**config.mk**
```make
export PLATFORM = sky130hd
export DESIGN_NAME = fstk_ctrl
export DESIGN_NICKNAME = d
export VERILOG_FILES = /design/src/rtl/fstk_pkg.sv /design/src/rtl/fstk_ptr.sv /design/src/rtl/fstk_tags.sv /design/src/rtl/fstk_status.sv /design/src/rtl/fstk_ctrl.sv
export SDC_FILE = /design/constraint.sdc
export NUM_CORES = 1
export LEC_CHECK = 0
export BUFFER_PORTS_ARGS = -buffer_cell sky130_fd_sc_hd__buf_2
export CAP_MARGIN = 30
export CORE_MARGIN = 3
export CORE_UTILIZATION = 54
export DETAILED_ROUTE_END_ITERATION = 16
export GPL_ROUTABILITY_DRIVEN = 1
export PLACE_DENSITY_LB_ADDON = 0.12
export SYNTH_ARGS = -nofsm -noshare
export SYNTH_HDL_FRONTEND = slang
export SYNTH_SLANG_ARGS = --single-unit
```
**constraint.sdc**
```tcl
create_clock -name clk -period 3.62 [get_ports clk]
set_input_delay 0.181 -clock clk [delete_from_list [all_inputs] [get_ports clk]]
set_output_delay 0.181 -clock clk [all_outputs]
set_load 0.05 [all_outputs]
```
**src/rtl/fstk_pkg.sv**
```systemverilog
package fstk_pkg;
  typedef enum logic [3:0] {
    OP_NOP   = 4'd0,
    OP_PUSH  = 4'd1,
    OP_POP   = 4'd2,
    OP_INC   = 4'd3,
    OP_DEC   = 4'd4,
    OP_FREE  = 4'd5,
    OP_INIT  = 4'd6,
    OP_CLEX  = 4'd7,
    OP_RAISE = 4'd8,
    OP_SETCW = 4'd9,
    OP_WAIT  = 4'd10,
    OP_SETCC = 4'd11
  } op_e;

  localparam int          SW_W       = 16;
  localparam int          FLAG_W     = 6;
  localparam int          SUM_BIT    = 7;
  localparam int          BUSY_BIT   = 15;
  localparam int          PTR_LSB    = 11;
  localparam int          CC3_BIT    = 14;
  localparam int          CC_LO      = 8;
  localparam logic [15:0] CW_INIT    = 16'h037F;
  localparam logic [15:0] CC_MASK    = 16'h4700;
  localparam logic [15:0] CLEX_KEEP  = 16'h7F00;
endpackage

```
**src/rtl/fstk_ptr.sv**
```systemverilog
module fstk_ptr #(
  parameter int DEPTH = 8,
  localparam int PW = $clog2(DEPTH)
) (
  input  logic          clk,
  input  logic          rst_n,
  input  logic          step_dn,
  input  logic          step_up,
  input  logic          zero,
  input  logic [PW-1:0] rel_idx,
  output logic [PW-1:0] ptr,
  output logic [PW-1:0] phys_idx
);
  logic [PW-1:0] ptr_q, ptr_d;
  logic          ptr_en;

  always_comb begin
    ptr_en = zero | step_dn | step_up;
    ptr_d  = ptr_q;
    if (zero)         ptr_d = '0;
    else if (step_dn) ptr_d = ptr_q - 1'b1;
    else if (step_up) ptr_d = ptr_q + 1'b1;
  end

  always_ff @(posedge clk or negedge rst_n) begin
    if (!rst_n)      ptr_q <= '0;
    else if (ptr_en) ptr_q <= ptr_d;
  end

  assign ptr      = ptr_q;
  assign phys_idx = ptr_q + rel_idx;
endmodule

```
**src/rtl/fstk_tags.sv**
```systemverilog
module fstk_tags #(
  parameter int DEPTH = 8,
  localparam int PW = $clog2(DEPTH)
) (
  input  logic             clk,
  input  logic             rst_n,
  input  logic             mark_full,
  input  logic [PW-1:0]    full_idx,
  input  logic             mark_empty,
  input  logic [PW-1:0]    empty_idx,
  input  logic             wipe,
  output logic [DEPTH-1:0] tags
);
  logic [DEPTH-1:0] tag_q, tag_d, tag_en;

  for (genvar g = 0; g < DEPTH; g++) begin : g_slot
    always_comb begin
      tag_en[g] = wipe | (mark_empty && empty_idx == PW'(g))
                       | (mark_full  && full_idx  == PW'(g));
      if (wipe)                                    tag_d[g] = 1'b1;
      else if (mark_empty && empty_idx == PW'(g))  tag_d[g] = 1'b1;
      else                                         tag_d[g] = 1'b0;
    end

    always_ff @(posedge clk or negedge rst_n) begin
      if (!rst_n)         tag_q[g] <= 1'b1;
      else if (tag_en[g]) tag_q[g] <= tag_d[g];
    end
  end

  assign tags = tag_q;
endmodule

```
**src/rtl/fstk_status.sv**
```systemverilog
module fstk_status
  import fstk_pkg::*;
#(
  parameter int DEPTH = 8,
  localparam int PW = $clog2(DEPTH)
) (
  input  logic              clk,
  input  logic              rst_n,
  input  logic              do_init,
  input  logic              do_ccclr,
  input  logic              do_clex,
  input  logic              do_raise,
  input  logic [FLAG_W-1:0] raise_flags,
  input  logic              do_setcw,
  input  logic [SW_W-1:0]   cw_in,
  input  logic              do_setcc,
  input  logic [3:0]        cc_in,
  input  logic [PW-1:0]     ptr,
  output logic [SW_W-1:0]   status_word,
  output logic [SW_W-1:0]   control_word,
  output logic              summary
);
  logic [SW_W-1:0] stat_q, stat_d, ctl_q, ctl_d, raised, cc_bits;
  logic            stat_en, ctl_en, unmask_hit;

  always_comb begin
    raised     = stat_q | {{(SW_W-FLAG_W){1'b0}}, raise_flags};
    unmask_hit = |(raised[FLAG_W-1:0] & ~ctl_q[FLAG_W-1:0]);
    if (unmask_hit) begin
      raised[SUM_BIT]  = 1'b1;
      raised[BUSY_BIT] = 1'b1;
    end
    cc_bits               = '0;
    cc_bits[CC3_BIT]      = cc_in[3];
    cc_bits[CC_LO +: 3]   = cc_in[2:0];
  end

  always_comb begin
    stat_en = do_init | do_ccclr | do_clex | do_raise | do_setcc;
    ctl_en  = do_init | do_setcw;
    stat_d  = stat_q;
    ctl_d   = ctl_q;
    if (do_init) begin
      stat_d = '0;
      ctl_d  = CW_INIT;
    end else if (do_ccclr) stat_d = stat_q & ~CC_MASK;
    else if (do_clex)      stat_d = stat_q & CLEX_KEEP;
    else if (do_raise)     stat_d = raised;
    else if (do_setcw)     ctl_d  = cw_in;
    else if (do_setcc)     stat_d = (stat_q & ~CC_MASK) | cc_bits;
  end

  always_ff @(posedge clk or negedge rst_n) begin
    if (!rst_n) begin
      stat_q <= '0;
      ctl_q  <= CW_INIT;
    end else begin
      if (stat_en) stat_q <= stat_d;
      if (ctl_en)  ctl_q  <= ctl_d;
    end
  end

  always_comb begin
    status_word                 = stat_q;
    status_word[PTR_LSB +: PW]  = ptr;
  end

  assign control_word = ctl_q;
  assign summary      = stat_q[SUM_BIT];
endmodule

```
**src/rtl/fstk_ctrl.sv**
```systemverilog
module fstk_ctrl
  import fstk_pkg::*;
#(
  parameter int DEPTH = 8,
  localparam int PW = $clog2(DEPTH)
) (
  input  logic             clk,
  input  logic             rst_n,
  input  logic             cmd_valid,
  input  logic [3:0]       cmd_op,
  input  logic [15:0]      cmd_data,
  input  logic [PW-1:0]    rel_idx,
  output logic [PW-1:0]    phys_idx,
  output logic [PW-1:0]    top_ptr,
  output logic [DEPTH-1:0] tags,
  output logic [15:0]      status_word,
  output logic [15:0]      control_word,
  output logic             exc_pending,
  output logic [PW-1:0]    slot_idx,
  output logic             wait_fault
);
  logic [1:0]    rst_sync_q;
  logic          rst_int_n;
  logic          is_push, is_pop, is_inc, is_dec, is_free, is_init;
  logic          is_clex, is_raise, is_setcw, is_wait, is_setcc;
  logic [PW-1:0] push_slot, free_slot, slot_d;
  logic [PW-1:0] slot_q;
  logic          slot_en, fault_q, fault_d;

  always_ff @(posedge clk or negedge rst_n) begin
    if (!rst_n) rst_sync_q <= 2'b00;
    else        rst_sync_q <= {rst_sync_q[0], 1'b1};
  end
  assign rst_int_n = rst_sync_q[1];

  always_comb begin
    is_push  = cmd_valid && (cmd_op == OP_PUSH);
    is_pop   = cmd_valid && (cmd_op == OP_POP);
    is_inc   = cmd_valid && (cmd_op == OP_INC);
    is_dec   = cmd_valid && (cmd_op == OP_DEC);
    is_free  = cmd_valid && (cmd_op == OP_FREE);
    is_init  = cmd_valid && (cmd_op == OP_INIT);
    is_clex  = cmd_valid && (cmd_op == OP_CLEX);
    is_raise = cmd_valid && (cmd_op == OP_RAISE);
    is_setcw = cmd_valid && (cmd_op == OP_SETCW);
    is_wait  = cmd_valid && (cmd_op == OP_WAIT);
    is_setcc = cmd_valid && (cmd_op == OP_SETCC);
    push_slot = top_ptr - 1'b1;
    free_slot = top_ptr + cmd_data[PW-1:0];
  end

  fstk_ptr #(.DEPTH(DEPTH)) i_ptr (
    .clk      (clk),
    .rst_n    (rst_int_n),
    .step_dn  (is_push | is_dec),
    .step_up  (is_pop | is_inc),
    .zero     (is_init),
    .rel_idx  (rel_idx),
    .ptr      (top_ptr),
    .phys_idx (phys_idx)
  );

  fstk_tags #(.DEPTH(DEPTH)) i_tags (
    .clk        (clk),
    .rst_n      (rst_int_n),
    .mark_full  (is_push),
    .full_idx   (push_slot),
    .mark_empty (is_pop | is_free),
    .empty_idx  (is_pop ? top_ptr : free_slot),
    .wipe       (is_init),
    .tags       (tags)
  );

  fstk_status #(.DEPTH(DEPTH)) i_stat (
    .clk          (clk),
    .rst_n        (rst_int_n),
    .do_init      (is_init),
    .do_ccclr     (is_inc | is_dec),
    .do_clex      (is_clex),
    .do_raise     (is_raise),
    .raise_flags  (cmd_data[FLAG_W-1:0]),
    .do_setcw     (is_setcw),
    .cw_in        (cmd_data),
    .do_setcc     (is_setcc),
    .cc_in        (cmd_data[3:0]),
    .ptr          (top_ptr),
    .status_word  (status_word),
    .control_word (control_word),
    .summary      (exc_pending)
  );

  always_comb begin
    slot_en = is_push | is_pop;
    slot_d  = is_push ? push_slot : top_ptr;
    fault_d = is_wait & exc_pending;
  end

  always_ff @(posedge clk or negedge rst_int_n) begin
    if (!rst_int_n) begin
      slot_q  <= '0;
      fault_q <= 1'b0;
    end else begin
      if (slot_en) slot_q <= slot_d;
      fault_q <= fault_d;
    end
  end

  assign slot_idx   = slot_q;
  assign wait_fault = fault_q;
endmodule

```
==> qor.csv <==
stage;metric;value;unit
global_route;antenna violations before repair;0;
clock_tree;CTS Root Buffer Type;sky130_fd_sc_hd__clkbuf_8;
placement;total of buffers placed on input and output ports;75;
timing;highest clock frequency the design can meet;0.409;GHz
timing;Slew HR;38.8;%
outcome;result of the run;completed;
timing;total negative slack;0;ns
yosys;Synth Instances;220;
final_layout;share of final-layout standard cells stronger than drive strength 1;37.0;%
floorplan;effective utilization at floorplan;57.3;%
floorplan;full die area;5160;µm²
final_layout;final design utilization;68.9;%
placement;post-detail-place hpwl;3.94;mm
yosys;top cell type by total area after synthesis;sky130_fd_sc_hd__dfrtp_1;
floorplan;die boundary height;71.8;µm
flow_run;max-cap check violation count;0;
power_and_ir_drop;IR drop worst, VDD;0.419;mV
global_route;global-route wire length before repair;9.26;mm
final_layout;# nets final;327;
yosys;main flop type after synthesis;sky130_fd_sc_hd__dfrtp_1;
timing;Tightest Pin Transition;0.919;ns
power_and_ir_drop;Leak;1.34;nW
final_layout;Syn-to-layout area delta;20.3;%
yosys;number of warnings printed during yosys synthesis;0;
route;number of antenna-violating nets in the routed design;0;
yosys;Mapped Area;2340;µm²
global_route;maximum number of pins on one net before global-route repair;44;
worst_setup_path;Worst Reg-to-Reg Cells;7;
yosys;share of Yosys cell area claimed by the top area cell type;29.9;%
floorplan;FP Rows;23;
yosys;Post-Synthesis Mean Instance Area;10.6;µm²
global_route;via count of the first global-routing pass;1895;
worst_hold_path;path class of the lowest-slack min-delay path;in -> reg;
worst_setup_path;CP Capture Type;flip-flop;
route;via count of the routed design;1936;
yosys;ranking of synthesized cells by instance count;28 x sky130_fd_sc_hd__dfrtp_1, 23 x sky130_fd_sc_hd__nand2_1, 19 x sky130_fd_sc_hd__nor2_1;
clock_tree;number of buffers created by CTS;5;
route;Vias/cell;5.66;
clock_tree;CTS Buffer Depth;2;
clock_tree;CTS-repair resized insts;0;
floorplan;top-level port count;77;
yosys;net count after synthesis;256;
route;final routed DRC violation total;0;
route;Pre-antenna DRT Iters;4;
timing;unrepaired setup endpoints after global routing;no;
placement;RePlAce Congestion;0.857;
timing;fin crit share;67.6;%
timing;final setup violation count;0;
yosys;ranking of synthesized cells by area;sky130_fd_sc_hd__dfrtp_1 30%, sky130_fd_sc_hd__dfstp_2 19%, sky130_fd_sc_hd__ha_1 4.3%;
yosys;count of distinct cell types in the synthesized netlist;49;
worst_setup_path;crit path kind;reg -> reg;
yosys;number of synthesized flops with an enable pin;0;
floorplan;die width;71.8;µm
yosys;sequential fraction of the synthesis area;49.0;%
clock_tree;H-tree level count;2;
global_route;global-route usage over all layers;23.1;%
worst_setup_path;Max FO, Critical Path;16;
timing;post-layout min period;2.45;ns
worst_setup_path;endpoint required time on the critical path;3.87;ns
yosys;asr flop ratio synth;100;%
yosys;leading cell type by number of instances after synthesis;sky130_fd_sc_hd__dfrtp_1;
route;Routed WL;5.44;mm
timing;max-slew violation count;0;
worst_setup_path;Setup crit start kind;flip-flop;
power_and_ir_drop;power density relative to cell area;807;nW/µm²
timing;Setup Skew;0.00509;ns
route;Iter 0 DRT Violations;133;
clock_tree;TritonCTS clock tree;built;
final_layout;Antenna diodes;0;
floorplan;area inside the core boundary;4090;µm²
final_layout;Final Cell Area;2820;µm²
clock_tree;number of sinks on the clock net;45;
clock_tree;Clock transition at path regs;0.09;ns
placement;total cell area at the placement stage;2710;µm²
yosys;number of storage elements in the synthesis netlist;45;
global_route;overflow left after global routing;0;
route;routed length per instance;15.9;µm
timing;endpoints failing hold;0;
worst_hold_path;cell depth of the worst min-delay path;2;
clock_tree;worst skew pair latency;0.30;ns
worst_setup_path;arrival time worst endpoint;2.69;ns
## worst paths after layout
path | from | to | slack (ns)
max in group asynchronous | rst_sync_q[1] | slot_idx[2] | 2.64
worst min register to register | rst_sync_q[0] | rst_sync_q[1] | 0.36
min in group asynchronous | rst_n | rst_sync_q[0] | 0.18
worst max register to register | i_ptr.ptr[0] | i_tags.tags[6] | 1.17
worst min-delay path | cmd_data[12] | i_stat.control_word[12] | 0.10
worst max-delay path | i_ptr.ptr[0] | i_tags.tags[6] | 1.17
## cells in the final DEF, fill, tap and decap left out, drive strengths merged, types with 3 or more instances in the layout
cell type,n
a21oi,8
a221o,8
a22o,11
a2bb2oi,3
a31oi,6
buf,75
clkbuf,7
dfrtp,28
dfstp,17
ha,8
inv,11
nand2,24
nand2b,4
nor2,21
o21ai,3
o22a,8
o22ai,4
xnor2,4
## cell families after synthesis
family | after synthesis | synth area share (%)
compound gates | 60 | 20.4
xor+xnor | 6 | 2.25
fa+ha+maj | 10 | 5.99
buf+inv | 23 | 4.65
flops | 45 | 49.0
mux | 4 | 1.82
other cells | 2 | 0.321
simple gates | 70 | 15.6
## registers in the layout (all words and copies together) (netlist names)
register and cells:
i_stat.stat_q 12, i_stat.control_word 16, i_ptr.ptr 3, rst_sync_q 2, slot_idx 3, i_tags.tags 8, wait_fault 1
## metal layers
metal  wire length (µm)  vias up  track usage, %
met3                336        9            5.47
met5                  0        -               0
met4                 78        0            7.10
met1               2360      929            30.9
li1                   -      937               -
met2               2670       61            37.4
## stage by stage
| stage | setup slack [ns] | std cells | hold WS, ns | total power, mW |
|---|---|---|---|---|
| 2_1_floorplan | 0.963 | 220 | -0.115 | 1.72 |
| 3_3_place_gp | 1.22 | 333 | -0.0332 | 1.94 |
| 3_5_place_dp | 1.15 | 333 | -0.0315 | 1.95 |
| 4_1_cts | 1.15 | 342 | 0.0963 | 2.29 |
| 5_1_grt | 0.941 | 342 | 0.0992 | 2.40 |
| 6_report | 1.17 | 342 | 0.100 | 2.27 |
## layout make-up
cell class	count	area, µm²
clock buffer	7	86.3
clock inverter	1	7.51
fill	309	1270
inverter	11	41.3
multi-input combinational	152	1080
sequential	45	1150
tap	50	62.6
timing repair buffer	76	385
## power by group
group          leakage [nW]  switching (mW)  total (mW)  internal, mW
combinational         0.768           0.850        1.15         0.304
sequential            0.532           0.121       0.788         0.667
clock                0.0445           0.175       0.331         0.155
total                  1.34            1.15        2.27          1.13
## timing repair
item	CTS	global route
hold endpoints to repair	2	0
setup buffers	0	0
hold buffers	1	0
## worst max-delay path, stage by stage (launching register included)
cell                      delay, ns
sky130_fd_sc_hd__dfrtp_1       0.65
sky130_fd_sc_hd__ha_1          0.24
sky130_fd_sc_hd__inv_1         0.05
sky130_fd_sc_hd__fa_1          0.37
sky130_fd_sc_hd__xnor2_1       0.16
sky130_fd_sc_hd__or3_1         0.33
sky130_fd_sc_hd__a31oi_1       0.37
sky130_fd_sc_hd__a221o_1       0.23
No activity file was read; power rests on OpenSTA's default activity.
